**src/rtl/tick_timer_pkg.sv**
```systemverilog
package tick_timer_pkg;
  localparam int CNT_W = 8;

  // Strobes from the control side to the counting datapath
  typedef struct packed {
    logic             load;
    logic             tick;
    logic [CNT_W-1:0] loadData;
  } tmr_strobe_t;
endpackage

```
**src/rtl/timer_datapath.sv**
```systemverilog
module timer_datapath
  import tick_timer_pkg::*;
(
  input  logic             clk,
  input  logic             rstN,
  input  tmr_strobe_t      strobe,
  output logic [CNT_W-1:0] count,
  output logic             wrapHit
);
  localparam logic [CNT_W-1:0] MAX_CNT = '1;

  // A step from the top value is a wrap unless a preload overrides it
  assign wrapHit = strobe.tick && !strobe.load && (count == MAX_CNT);

  always_ff @(posedge clk or negedge rstN) begin
    if (!rstN)
      count <= '0;
    else if (strobe.load)
      count <= strobe.loadData;
    else if (strobe.tick)
      count <= count + 1'b1;
  end
endmodule

```
**src/rtl/timer_ctrl.sv**
```systemverilog
module timer_ctrl
  import tick_timer_pkg::*;
#(
  parameter int                PRESCALE    = 4,
  parameter int                ADDR_W      = 8,
  parameter logic [ADDR_W-1:0] PRELOAD_OFS = 8'hC0,
  parameter logic [ADDR_W-1:0] CTRL_OFS    = 8'hC1,
  parameter logic [ADDR_W-1:0] CLEAR_OFS   = 8'hC2
) (
  input  logic              clk,
  input  logic              rstN,
  input  logic [ADDR_W-1:0] regAddr,
  input  logic [CNT_W-1:0]  regWrData,
  input  logic              regWrEn,
  input  logic [CNT_W-1:0]  count,
  input  logic              wrapHit,
  output tmr_strobe_t       strobe,
  output logic [CNT_W-1:0]  regRdData,
  output logic              runOn,
  output logic              irqEnable,
  output logic              flagState
);
  localparam int PSC_W = (PRESCALE > 2) ? $clog2(PRESCALE) : 1;
  localparam logic [PSC_W-1:0] PSC_LAST = PSC_W'(PRESCALE - 1);

  logic             stopN;   // active-low run bit: 1 = stopped
  logic [PSC_W-1:0] pscCnt;
  logic             preloadWr;
  logic             ctrlWr;
  logic             clearWr;
  logic             tickNow;

  assign preloadWr = regWrEn && (regAddr == PRELOAD_OFS);
  assign ctrlWr    = regWrEn && (regAddr == CTRL_OFS);
  assign clearWr   = regWrEn && (regAddr == CLEAR_OFS) && regWrData[0];
  assign runOn     = !stopN;
  assign tickNow   = runOn && (pscCnt == PSC_LAST);

  always_ff @(posedge clk or negedge rstN) begin
    if (!rstN) begin
      stopN     <= 1'b1;
      irqEnable <= 1'b0;
    end else if (ctrlWr) begin
      stopN     <= regWrData[0];
      irqEnable <= regWrData[1];
    end
  end

  // Prescaler: held at zero while stopped, restarted by any preload write
  always_ff @(posedge clk or negedge rstN) begin
    if (!rstN)
      pscCnt <= '0;
    else if (preloadWr || !runOn || tickNow)
      pscCnt <= '0;
    else
      pscCnt <= pscCnt + 1'b1;
  end

  // Sticky flag: a wrap takes priority over a same-cycle clear
  always_ff @(posedge clk or negedge rstN) begin
    if (!rstN)
      flagState <= 1'b0;
    else if (wrapHit && irqEnable)
      flagState <= 1'b1;
    else if (clearWr)
      flagState <= 1'b0;
  end

  always_comb begin
    strobe.load     = preloadWr;
    strobe.tick     = tickNow;
    strobe.loadData = regWrData;
  end

  always_comb begin
    regRdData = '0;
    if (regAddr == PRELOAD_OFS)
      regRdData = count;
    else if (regAddr == CTRL_OFS)
      regRdData = {{(CNT_W-2){1'b0}}, irqEnable, stopN};
  end
endmodule

```
**src/rtl/base_tick_timer.sv**
```systemverilog
module base_tick_timer
  import tick_timer_pkg::*;
#(
  parameter int                PRESCALE    = 4,
  parameter int                ADDR_W      = 8,
  parameter logic [ADDR_W-1:0] PRELOAD_OFS = 8'hC0,
  parameter logic [ADDR_W-1:0] CTRL_OFS    = 8'hC1,
  parameter logic [ADDR_W-1:0] CLEAR_OFS   = 8'hC2
) (
  input  logic              clk,
  input  logic              rstN,
  input  logic [ADDR_W-1:0] regAddr,
  input  logic [CNT_W-1:0]  regWrData,
  input  logic              regWrEn,
  output logic [CNT_W-1:0]  regRdData,
  output logic              timerIrq
);
  tmr_strobe_t      strobe;
  logic [CNT_W-1:0] countVal;
  logic             wrapHit;
  logic             runOn;
  logic             irqEnable;
  logic             flagState;

  timer_ctrl #(
    .PRESCALE   (PRESCALE),
    .ADDR_W     (ADDR_W),
    .PRELOAD_OFS(PRELOAD_OFS),
    .CTRL_OFS   (CTRL_OFS),
    .CLEAR_OFS  (CLEAR_OFS)
  ) i_ctrl (
    .clk      (clk),
    .rstN     (rstN),
    .regAddr  (regAddr),
    .regWrData(regWrData),
    .regWrEn  (regWrEn),
    .count    (countVal),
    .wrapHit  (wrapHit),
    .strobe   (strobe),
    .regRdData(regRdData),
    .runOn    (runOn),
    .irqEnable(irqEnable),
    .flagState(flagState)
  );

  timer_datapath i_dp (
    .clk    (clk),
    .rstN   (rstN),
    .strobe (strobe),
    .count  (countVal),
    .wrapHit(wrapHit)
  );

  assign timerIrq = flagState && irqEnable;
endmodule

```
**config.mk**
```make
export PLATFORM = sky130hd
export DESIGN_NAME = base_tick_timer
export DESIGN_NICKNAME = d
export VERILOG_FILES = /design/src/rtl/tick_timer_pkg.sv /design/src/rtl/timer_datapath.sv /design/src/rtl/timer_ctrl.sv /design/src/rtl/base_tick_timer.sv
export SDC_FILE = /design/constraint.sdc
export NUM_CORES = 1
export LEC_CHECK = 0
export ABC_AREA = 1
export BUFFER_PORTS_ARGS = -buffer_cell sky130_fd_sc_hd__buf_2
export CAP_MARGIN = 0
export CORE_MARGIN = 2
export CORE_UTILIZATION = 52
export DETAILED_ROUTE_END_ITERATION = 10
export GPL_ROUTABILITY_DRIVEN = 0
export PLACE_DENSITY_LB_ADDON = 0.1
export SYNTH_ARGS = -nofsm -noshare
export SYNTH_HDL_FRONTEND = slang
export SYNTH_HIERARCHICAL = 1
export SYNTH_SLANG_ARGS = --single-unit
```
**constraint.sdc**
```tcl
create_clock -name clk -period 1.37 [get_ports clk]
set_input_delay 0.137 -clock clk [delete_from_list [all_inputs] [get_ports clk]]
set_output_delay 0.137 -clock clk [all_outputs]
set_load 0.02 [all_outputs]
```
==> results.txt, run 1 <==
For this run, the top clock speed supported by timing is 0.781 GHz. Summing all non-filler instances in the final layout gives an area of 1250 µm². Max-cap violations in this run came to 0. The final setup violation count is 0. On the final layout, the worst clock skew is 7.01 ps.

From left edge to right edge, the die measures 49.6 µm. The run finished with clean final reports. Dividing the final minimum period by the clock period gives 93.4%. For the area of the core, the log shows 1960 µm².

The smallest clock period supported by the final layout is computed as 1280 ps. Buffers added to address setup during post-CTS repair amount to 0. Number of H-tree branching levels: 1. Power comes to 1.49 mW. The sum of routed wire length over all layers is 2230 µm. In this run the deepest clock path goes through 2 buffers. Setup slack on the worst reg-to-reg path comes out at 140 ps. Internal power comes to 0.863 mW.

Counting the buffers created by CTS gives 3. The first detailed-routing pass took 4 iterations. Cells with a size suffix above 1 make up 42.5% of the layout. The startpoint class of the critical path is a flop. At the worst endpoint, the required time is 1230 ps. The number of nets handed over by synthesis was 168. TritonCTS built the clock tree.

Before CTS, the worst setup slack after placement is 34.1 ps. Once the floorplan was initialized, standard cells occupied 55.2% of the core. Sequential cells burn 40.2% of the power. Setup slack closes at 90.4 ps. The wire-length estimate of the detail-placed layout is 1810 µm. In this run the worst path has a maximum fanout of 4.

The run gives 0 ps as the setup total negative slack. The detail route stage leaves a number of antenna-violating nets equal to 0. The number of failing hold endpoints at the final stage is 0, and the number of cells on the worst reg-to-reg path is 6. Clock tree synthesis found a total of 13 sinks. The run gives 14 as the largest net degree at the start of global routing.

For the number of fill cells, the log shows 201. The run gives 327 µm² as the register area. In this run switching power makes up 42.1% of total power.

The cell area that synthesis handed to floorplanning was 1080 µm². Capturing element type of the critical path: a primary output. The per-instance average area after synthesis came out at 7.36 µm². Yosys printed 6 warnings. In the global route stage, overall resource usage came out at 20.4%. Setup repair after global routing left no endpoint under its margin. The combined area of the multi-input logic cells came out at 577 µm². The row count is 16, and the signed area change from the synthesized netlist to the final layout is 15.4%. The worst max-slew margin expressed relative to the limit came out at 80.4%. The number of global-route vias before repair was 967; the clock input transition at the sequential cells of the worst setup and hold paths was 80 ps. The repair_antennas step left the layout with diodes totalling 0.

The tree is rooted in a clkbuf_4. Global routing finished with a remaining overflow of 0. The die covers 2460 µm². The run gives 0.740 mV as the maximum resistive drop on vdd. The cell depth of the worst min-delay path works out to 3.

For this design the total switching power over the nets is 0.629 mW. In this run the worst hold path is classified as in -> reg. Once placement finished, the instance area stood at 1210 µm².

The combinational fraction of design power is 43.7%, and the synthesized instance count is 147. The tools report the clock power share as 16.1%. Data arrives at the worst endpoint at 1140 ps. Critical path class: reg -> out. The number of vias per cell is 4.86, and the number of I/O port buffers is 27.

The slew at the pin with the worst max-slew slack came out at 294 ps. Clock latency on the worst-skew pair, taken at its later pin, is 280 ps. For this run, design rule violations remaining after detail routing come to 0. Dividing the detail-routed wire length by the instance count gives 11.1 µm. The initial antenna violation count was 0; the detailed router's first-iteration violation count was 24. For the net count of the finished layout, the log shows 196.

The via count is 976, and the leakage power of the design is 0.684 nW. The share of the core filled with cells came out at 63.6%. The total count of max-transition violations in the final report is 0, and the die extent in y is 49.6 µm.

The power per unit of standard cell area was 1190 nW/µm². The run gives 28 as the number of primary I/O pins. First-pass GRT wire length: 3930 µm.
## critical path, stage by stage (launching register included)
cell and delay, ps:
dfrtp_1 410, buf_4 160, nand3_1 80, nand2_1 60, buf_2 150
## registers in the layout, indices dropped and copies added (netlist names)
register,flops
i_dp/count,8
i_ctrl/pscCnt,2
i_ctrl/flagState,1
i_ctrl/irqEnable,1
i_ctrl/stopN,1
## stage by stage
step / hold slack, ps / std cells
finish: 95.7 / 201
global route: 85.9 / 201
CTS: 88.0 / 201
detailed placement: 39.9 / 196
global placement: 38.7 / 196
floorplan: -159 / 147
## cell usage in the layout, fill, tap and decap left out, drive strengths merged
cell type	instances
o21ai	3
nor3	1
dfrtp	12
nor2	25
clkinv	1
a22oi	6
o211ai	1
nand2	41
ha	2
dfstp	1
clkbuf	4
nand3	17
dlygate4sd3	1
o21bai	2
inv	24
buf	33
## routing by layer
metal  share of wire (%)  routed length (µm)  GRT usage (%)
met1                  46                1020           25.9
met5                   0                   0              0
met3                 5.5                 122           3.64
met2                  48                1070           33.3
met4                0.63                  14           9.72
## power groups by stage
stage,Combinational (mW),Clock (mW),Sequential [mW]
final,0.652,0.240,0.600
after global routing,0.749,0.272,0.619
after CTS,0.648,0.251,0.598
after detailed placement,0.643,0,0.606
after global placement,0.616,0,0.598
after floorplan,0.482,0,0.604
## cell type report
cell class	instances	share of cell area, %
flip-flops and latches	13	26.2
well taps	27	2.71
clock buffers	4	2.10
inverters	25	7.62
multi-input cells	98	46.2
repair buffers	34	15.2
## path summary, 6_finish.rpt
check | from | end
max | i_dp/count[1] | regRdData[1]
min | regWrData[5] | i_dp/count[5]
max reg2reg | i_ctrl/pscCnt[0] | i_dp/count[7]
min reg2reg | i_ctrl/pscCnt[0] | i_ctrl/pscCnt[0]
max in group asynchronous | rstN | i_ctrl/stopN
min in group asynchronous | rstN | i_dp/count[7]
## repair_timing
item                                    4_1_cts  5_1_grt
hold endpoints to repair                     12        0
resized for setup                             0        1
hold buffers                                  1        0
endpoints found under the setup margin        0        7
No activity file was read; power rests on OpenSTA's default activity.
==> inputs of run 2 (changes only) <==
--- a/config.mk
+++ b/config.mk
@@ -12,7 +12,7 @@
 export CORE_UTILIZATION = 52
 export DETAILED_ROUTE_END_ITERATION = 10
 export GPL_ROUTABILITY_DRIVEN = 0
-export PLACE_DENSITY_LB_ADDON = 0.1
+export PLACE_DENSITY_LB_ADDON = 0.15
 export SYNTH_ARGS = -nofsm -noshare
 export SYNTH_HDL_FRONTEND = slang
 export SYNTH_HIERARCHICAL = 1
==> results.txt, run 2 (synthesis gave the netlist of run 1 again) <==
For the total count of max-transition violations in the final report, the log shows 0 (unchanged). The slowest cell on the critical path was dfstp_2 (was dfrtp_1). The number of primary I/O pins came out at 28 (unchanged). The maximum frequency from static timing analysis was 0.768 GHz (was 0.781 GHz); the switching power as a share of total power was 42.3% (was 42.1%).

The total clock sinks was 13 (unchanged); the relative contribution of sequential cells to total power was 40.0% (was 40.2%). Number of maximum-capacitance constraint violations: 0 (unchanged). Die extent in y: 49.6 µm (unchanged).

The worst path arrival time is 1170 ps (was 1140 ps). Cell depth of the worst min-delay path: 3 (unchanged). The most common cell after layout, fill and taps aside was nand2_1 (unchanged). The total global routing overflow is 0 (unchanged), and the clock period minus worst slack is 1300 ps (was 1280 ps).

Via count: 975 (was 976). The flow ran to the end, and the final reports show no timing, DRC or antenna violations. The largest register by flop count is i_dp/count (unchanged). Post-route fraction of the period consumed by the critical path: 95.1% (was 93.4%). The logs give 63.9% (was 63.6%) for the share of the core filled with cells and 0 (unchanged) for the final setup violation count. The number of cells on the worst reg-to-reg path is 6 (unchanged), and the detailed router's first-iteration violation count is 28 (was 24). The run gives 43.8% (was 43.7%) as the combinational fraction of design power. The class of the most critical hold timing path was in -> reg (unchanged).

The fraction of final layout cells sized beyond drive strength 1 came out at 42.5% (unchanged). The tools report the largest net degree at the start of global routing as 14 (unchanged). The setup slack after placement came out at 28.9 ps (was 34.1 ps). The first-pass GRT wire length was 3910 µm (was 3930 µm); the maximum fanout along the worst path was 4 (unchanged). The per-cell routed wire length was 11.1 µm (about the same); the setup total negative slack was 0 ps (unchanged). The signed area change from the synthesized netlist to the final layout came out at 15.8% (was 15.4%). The run gives 67.2 ps (was 90.4 ps) as the least setup slack across all paths after layout.

The flip-flop count of the largest register after layout works out to 8 (unchanged). The maximum resistive drop on vdd was 0.763 mV (was 0.740 mV). The number of H-tree branching levels came out at 1 (unchanged).

The logs give 1230 ps (about the same) for the required time at the worst-slack endpoint and 55.2% (unchanged) for the effective utilization at floorplan. The critical path class was reg -> out (unchanged). Top flop regs: i_dp/count: 8 flops, i_ctrl/pscCnt: 2 flops (unchanged). The number of I/O port buffers is 27 (unchanged), and the area enclosed by the die boundary is 2460 µm² (unchanged).

The run gives 0 (unchanged) as the antenna violation net count after detailed routing. The initial antenna violation count came out at 0 (unchanged). Clock input transition at the sequential cells of the worst setup and hold paths: 80 ps (about the same). The number of buffers added by the clock tree synthesis step is 3 (unchanged). List of cells traversed by the critical path: nand2_1, nand2_1, buf_2 (was buf_4, nand3_1, nand2_1, buf_2). The number of fill cells is 201 (unchanged), and the worst max-slew margin expressed relative to the limit is 80.6% (was 80.4%). The internal power is 0.868 mW (was 0.863 mW). Total track usage: 20.8% (was 20.4%). For the number of iterations in the first detailed-routing pass, the log shows 4 (unchanged).

The capturing element type of the critical path is a primary output (unchanged). The row count is 16 (unchanged), and the buffer levels on the longest clock path is 2 (unchanged). The area of the core was 1960 µm² (unchanged); the sum of routed wire length over all layers was 2230 µm (about the same). The tools report the startpoint class of the critical path as a flop (unchanged).

The number of setup buffers added after CTS came out at 0 (unchanged). Register area: 327 µm² (unchanged). The power per unit of standard cell area was 1200 nW/µm² (was 1190 nW/µm²).

Setup repair after global routing left no endpoint under its margin. The combined area of the multi-input logic cells is 582 µm² (was 577 µm²), and the net count of the finished layout is 196 (unchanged). Commonest non-fill, non-tap cells in the layout: nand2_1 (30), buf_2 (27), inv_1 (18), nand3_1 (13), dfrtp_1 (12) (unchanged). The HPWL reported at the end of detailed placement was 1760 µm (was 1810 µm); the post-detailed-route DRC marker count was 0 (unchanged). TritonCTS built the clock tree. The number of vias per cell came out at 4.85 (was 4.86).

The run gives 280 ps (about the same) as the clock insertion delay at the later pin of the skew report. The run gives 0.685 nW (was 0.684 nW) as the leakage power of the design. The die extent in x was 49.6 µm (unchanged); the number of global-route vias before repair was 958 (was 967). The worst clock skew was 4.19 ps (was 7.01 ps); the number of failing hold endpoints at the final stage was 0 (unchanged).

Root buffer cell: clkbuf_4 (unchanged). Total inserted antenna cells: 0 (unchanged). The highest cell delay on the worst timing path works out to 590 ps (was 410 ps).

The switching power of the nets was 0.637 mW (was 0.629 mW); the clock power share was 16.2% (was 16.1%). Slew at the pin with the worst max-slew slack: 292 ps (was 294 ps). Cell seen most often among critical-path stages: nand2_1.
run 2: cell counts in the layout (fill, tap and decap cells not counted):
Identical to the previous run, type by type.
run 2: worst paths after layout:
kind / start / slack, ps / to
min in group asynchronous: rstN / 260 / i_dp/count[7]
max reg2reg: i_ctrl/pscCnt[0] / 170 / i_dp/count[2]
min reg2reg: i_ctrl/pscCnt[0] / 440 / i_ctrl/pscCnt[0]
min: regWrData[4] / 90 / i_dp/count[4]
max in group asynchronous: rstN / 830 / i_ctrl/stopN
max: i_ctrl/stopN / 70 / regRdData[0]
run 2: final cells by class:
class / instances / share of cell area (%)
multi-input combinational: 98 / 46.4
sequential: 13 / 26.0
timing repair buffer: 34 / 15.2
inverter: 25 / 7.58
tap: 27 / 2.69
clock buffer: 4 / 2.10
run 2: metal layers:
layer / global-route usage [%] / part of all wire, % / up-vias
li1: - / - / 500
met2: 32.9 / 46 / 29
met4: 13.4 / 2.2 / 0
met3: 4.85 / 5.2 / 6
met1: 25.2 / 46 / 440
met5: 0 / 0 / -
run 2: power by group through the flow:
stage / registers, mW / clock network [mW] / logic [mW]
after global routing: 0.621 / 0.269 / 0.759
after global placement: 0.598 / 0 / 0.617
final: 0.601 / 0.244 / 0.659
after floorplan: 0.604 / 0 / 0.482
after CTS: 0.600 / 0.259 / 0.647
after detailed placement: 0.608 / 0 / 0.639
run 2: worst max-delay path, delay by kind of cell (launching register included):
| family | cells | cell delay, ps |
|---|---|---|
| AND/OR/NAND/NOR | 2 | 130 |
| flip-flops | 1 | 590 |
| buffers and inverters | 1 | 170 |
run 2: per-stage QoR:
stage                     std cells  power [mW]  area (µm²)  hold WS [ps]
after CTS                       201        1.51        1250          78.3
after floorplan                 147        1.09        1080          -159
after global routing            201        1.65        1250           102
after global placement          196        1.21        1210          39.6
final                           201        1.50        1250          90.9
after detailed placement        196        1.25        1210          43.1
run 2: timing repair:
action	in CTS	in global routing
endpoints found under the hold margin	13	0
endpoints found under the setup margin	0	8
hold buffers	1	0
resized for setup	0	2
==> inputs of run 3 (changes only) <==
--- a/config.mk
+++ b/config.mk
@@ -13,6 +13,7 @@
 export DETAILED_ROUTE_END_ITERATION = 10
 export GPL_ROUTABILITY_DRIVEN = 0
 export PLACE_DENSITY_LB_ADDON = 0.15
+export REMOVE_ABC_BUFFERS = 1
 export SYNTH_ARGS = -nofsm -noshare
 export SYNTH_HDL_FRONTEND = slang
 export SYNTH_HIERARCHICAL = 1
==> results.txt, run 3 (synthesis gave the netlist of run 1 again) <==
For the total inserted antenna cells, the log shows 0 (unchanged). The sum of routed wire length over all layers is 2220 µm (was 2230 µm). The slowest cell on the critical path is dfrtp_1 (was dfstp_2). The number of buffer and inverter instances along the worst setup path works out to 2 (was 1).

Commonest non-fill, non-tap cells in the layout: nand2_1 (30), buf_2 (27), inv_1 (18), nand3_1 (13), dfrtp_1 (12) (unchanged). The post-route fraction of the period consumed by the critical path works out to 90.8% (was 95.1%). The worst max-slew margin expressed relative to the limit came out at 80.1% (was 80.6%). The final setup violation count is 0 (unchanged), and the number of global-route vias before repair is 908 (was 958).

The fraction of final layout cells sized beyond drive strength 1 was 42.5% (unchanged). Root buffer cell: clkbuf_4 (unchanged). The per-cell routed wire length is 11.0 µm (was 11.1 µm), and the signed area change from the synthesized netlist to the final layout is 15.4% (was 15.8%). The die extent in x works out to 49.6 µm (unchanged).

The setup slack after placement came out at 20.6 ps (was 28.9 ps). The effective utilization at floorplan came out at 55.2% (unchanged). The critical path class is reg -> reg (was reg -> out). The run gives 0 (unchanged) as the number of failing hold endpoints at the final stage. The class of the most critical hold timing path was in -> reg (unchanged). The initial antenna violation count is 0 (unchanged). The total count of max-transition violations in the final report was 0 (unchanged); the number of I/O port buffers was 27 (unchanged). The setup total negative slack was 0 ps (unchanged); the least setup slack across all paths after layout was 126 ps (was 67.2 ps).

The slew at the pin with the worst max-slew slack is 299 ps (was 292 ps). The run gives 1450 ps (was 1170 ps) as the worst path arrival time. Most common cell after layout, fill and taps aside: nand2_1 (unchanged). The power per unit of standard cell area came out at 1190 nW/µm² (was 1200 nW/µm²). List of cells traversed by the critical path: ha_1, inv_1, nor2_2, nand2_4, inv_2, o21ai_0, o21ai_1 (was nand2_1, nand2_1, buf_2). The antenna violation net count after detailed routing is 0 (unchanged). The detailed router's first-iteration violation count is 12 (was 28), and the clock insertion delay at the later pin of the skew report is 270 ps (was 280 ps). The via count came out at 946 (was 975). The clock input transition at the sequential cells of the worst setup and hold paths is 80 ps (about the same).

The total clock sinks is 13 (unchanged). The number of primary I/O pins was 28 (unchanged); the number of vias per cell was 4.71 (was 4.85). The largest register by flop count is i_dp/count (unchanged). The maximum resistive drop on vdd is 0.790 mV (was 0.763 mV), and the worst clock skew is 5.74 ps (was 4.19 ps).

For the required time at the worst-slack endpoint, the log shows 1570 ps (was 1230 ps). The leakage power of the design is 0.684 nW (was 0.685 nW). The number of iterations in the first detailed-routing pass came out at 4 (unchanged).

TritonCTS built the clock tree. The maximum fanout along the worst path works out to 6 (was 4). The post-detailed-route DRC marker count came out at 0 (unchanged). For the cell area after layout, the log shows 1250 µm² (about the same). For the area enclosed by the die boundary, the log shows 2460 µm² (unchanged). The die extent in y works out to 49.6 µm (unchanged). The tools report the capturing element type of the critical path as a flop (was a primary output).

The run gives 1 (unchanged) as the number of H-tree branching levels. The logs give 0 (unchanged) for the number of setup buffers added after CTS and 0 (unchanged) for the total global routing overflow. Setup repair after global routing left no endpoint under its margin. Top flop regs: i_dp/count: 8 flops, i_ctrl/pscCnt: 2 flops (unchanged).

The clock period minus worst slack came out at 1240 ps (was 1300 ps). The HPWL reported at the end of detailed placement is 1790 µm (was 1760 µm). The run gives 1210 µm² (unchanged) as the cell area reported after detailed placement.

The flow ran to the end, and the final reports show no timing, DRC or antenna violations. The maximum frequency from static timing analysis is 0.804 GHz (was 0.768 GHz), and the first-pass GRT wire length is 3930 µm (was 3910 µm). The run gives 20.1% (was 20.8%) as the total track usage. The kind of cell adding the most delay to the critical path is flip-flops (unchanged). The startpoint class of the critical path is a flop (unchanged). The tools report the area of the core as 1960 µm² (unchanged).

The run gives 16 (unchanged) as the row count. The number of buffers added by the clock tree synthesis step came out at 3 (unchanged). The number of maximum-capacitance constraint violations was 0 (unchanged); the buffer levels on the longest clock path was 2 (unchanged).

Highest cell delay on the worst timing path: 360 ps (was 590 ps). The tools report the net count of the finished layout as 196 (unchanged). The flip-flop count of the largest register after layout is 8 (unchanged). The largest net degree at the start of global routing was 14 (unchanged).
[run 3: cell counts in the layout (fill, tap and decap cells not counted)]
Identical to the previous run, type by type.
[run 3: final timing paths]
kind                                  start                to  slack, ps  cells past startpoint
max                        i_ctrl/pscCnt[0]     i_dp/count[2]        130                      7
min                            regWrData[6]     i_dp/count[6]        100                      3
max reg2reg                i_ctrl/pscCnt[0]     i_dp/count[2]        130                      7
min reg2reg                i_ctrl/pscCnt[0]  i_ctrl/pscCnt[0]        440                      1
max in group asynchronous              rstN      i_ctrl/stopN        780                      2
min in group asynchronous              rstN     i_dp/count[2]        300                      2
[run 3: what timing repair did]
action	4_1_cts	5_1_grt
resized for setup	0	1
hold buffers	1	0
hold endpoints to repair	12	0
setup endpoints to repair	0	7
[run 3: area by class of cell]
type / count / area (µm²)
well taps: 27 / 33.8
flip-flops and latches: 13 / 327
multi-input cells: 98 / 577
clock buffers: 4 / 26.3
inverters: 25 / 95.1
repair buffers: 34 / 190
fillers: 199 / 713
[run 3: tightest hold or removal path: cells and delay by family]
kind | cells | cell delay [ps]
buffers and inverters | 1 | 80
AND/OR/NAND/NOR | 1 | 70
AO/OA/AOI/OAI | 1 | 60
[run 3: power breakdown]
group,switching [mW],internal (mW),leakage (nW),total (mW)
Clock,0.119,0.113,0.0150,0.232
Sequential,0.108,0.494,0.166,0.602
Combinational,0.397,0.258,0.503,0.654
Total,0.624,0.864,0.684,1.49
[run 3: layer usage]
layer | GRT usage (%) | wire length [µm]
met5 | 0 | 0
met4 | 2.78 | 0
met3 | 3.03 | 65
met2 | 33.3 | 1080
met1 | 28.4 | 1080
[run 3: metrics by stage]
stage / hold WS, ps / power [mW] / util (%) / cells
2_1_floorplan: -159 / 1.05 / - / 136
3_3_place_gp: 51.7 / 1.22 / 61.7 / 196
3_5_place_dp: 47.2 / 1.26 / 61.7 / 196
4_1_cts: 98.8 / 1.49 / 63.5 / 201
5_1_grt: 92.4 / 1.64 / 63.6 / 201
6_report: 105 / 1.49 / 63.6 / 201
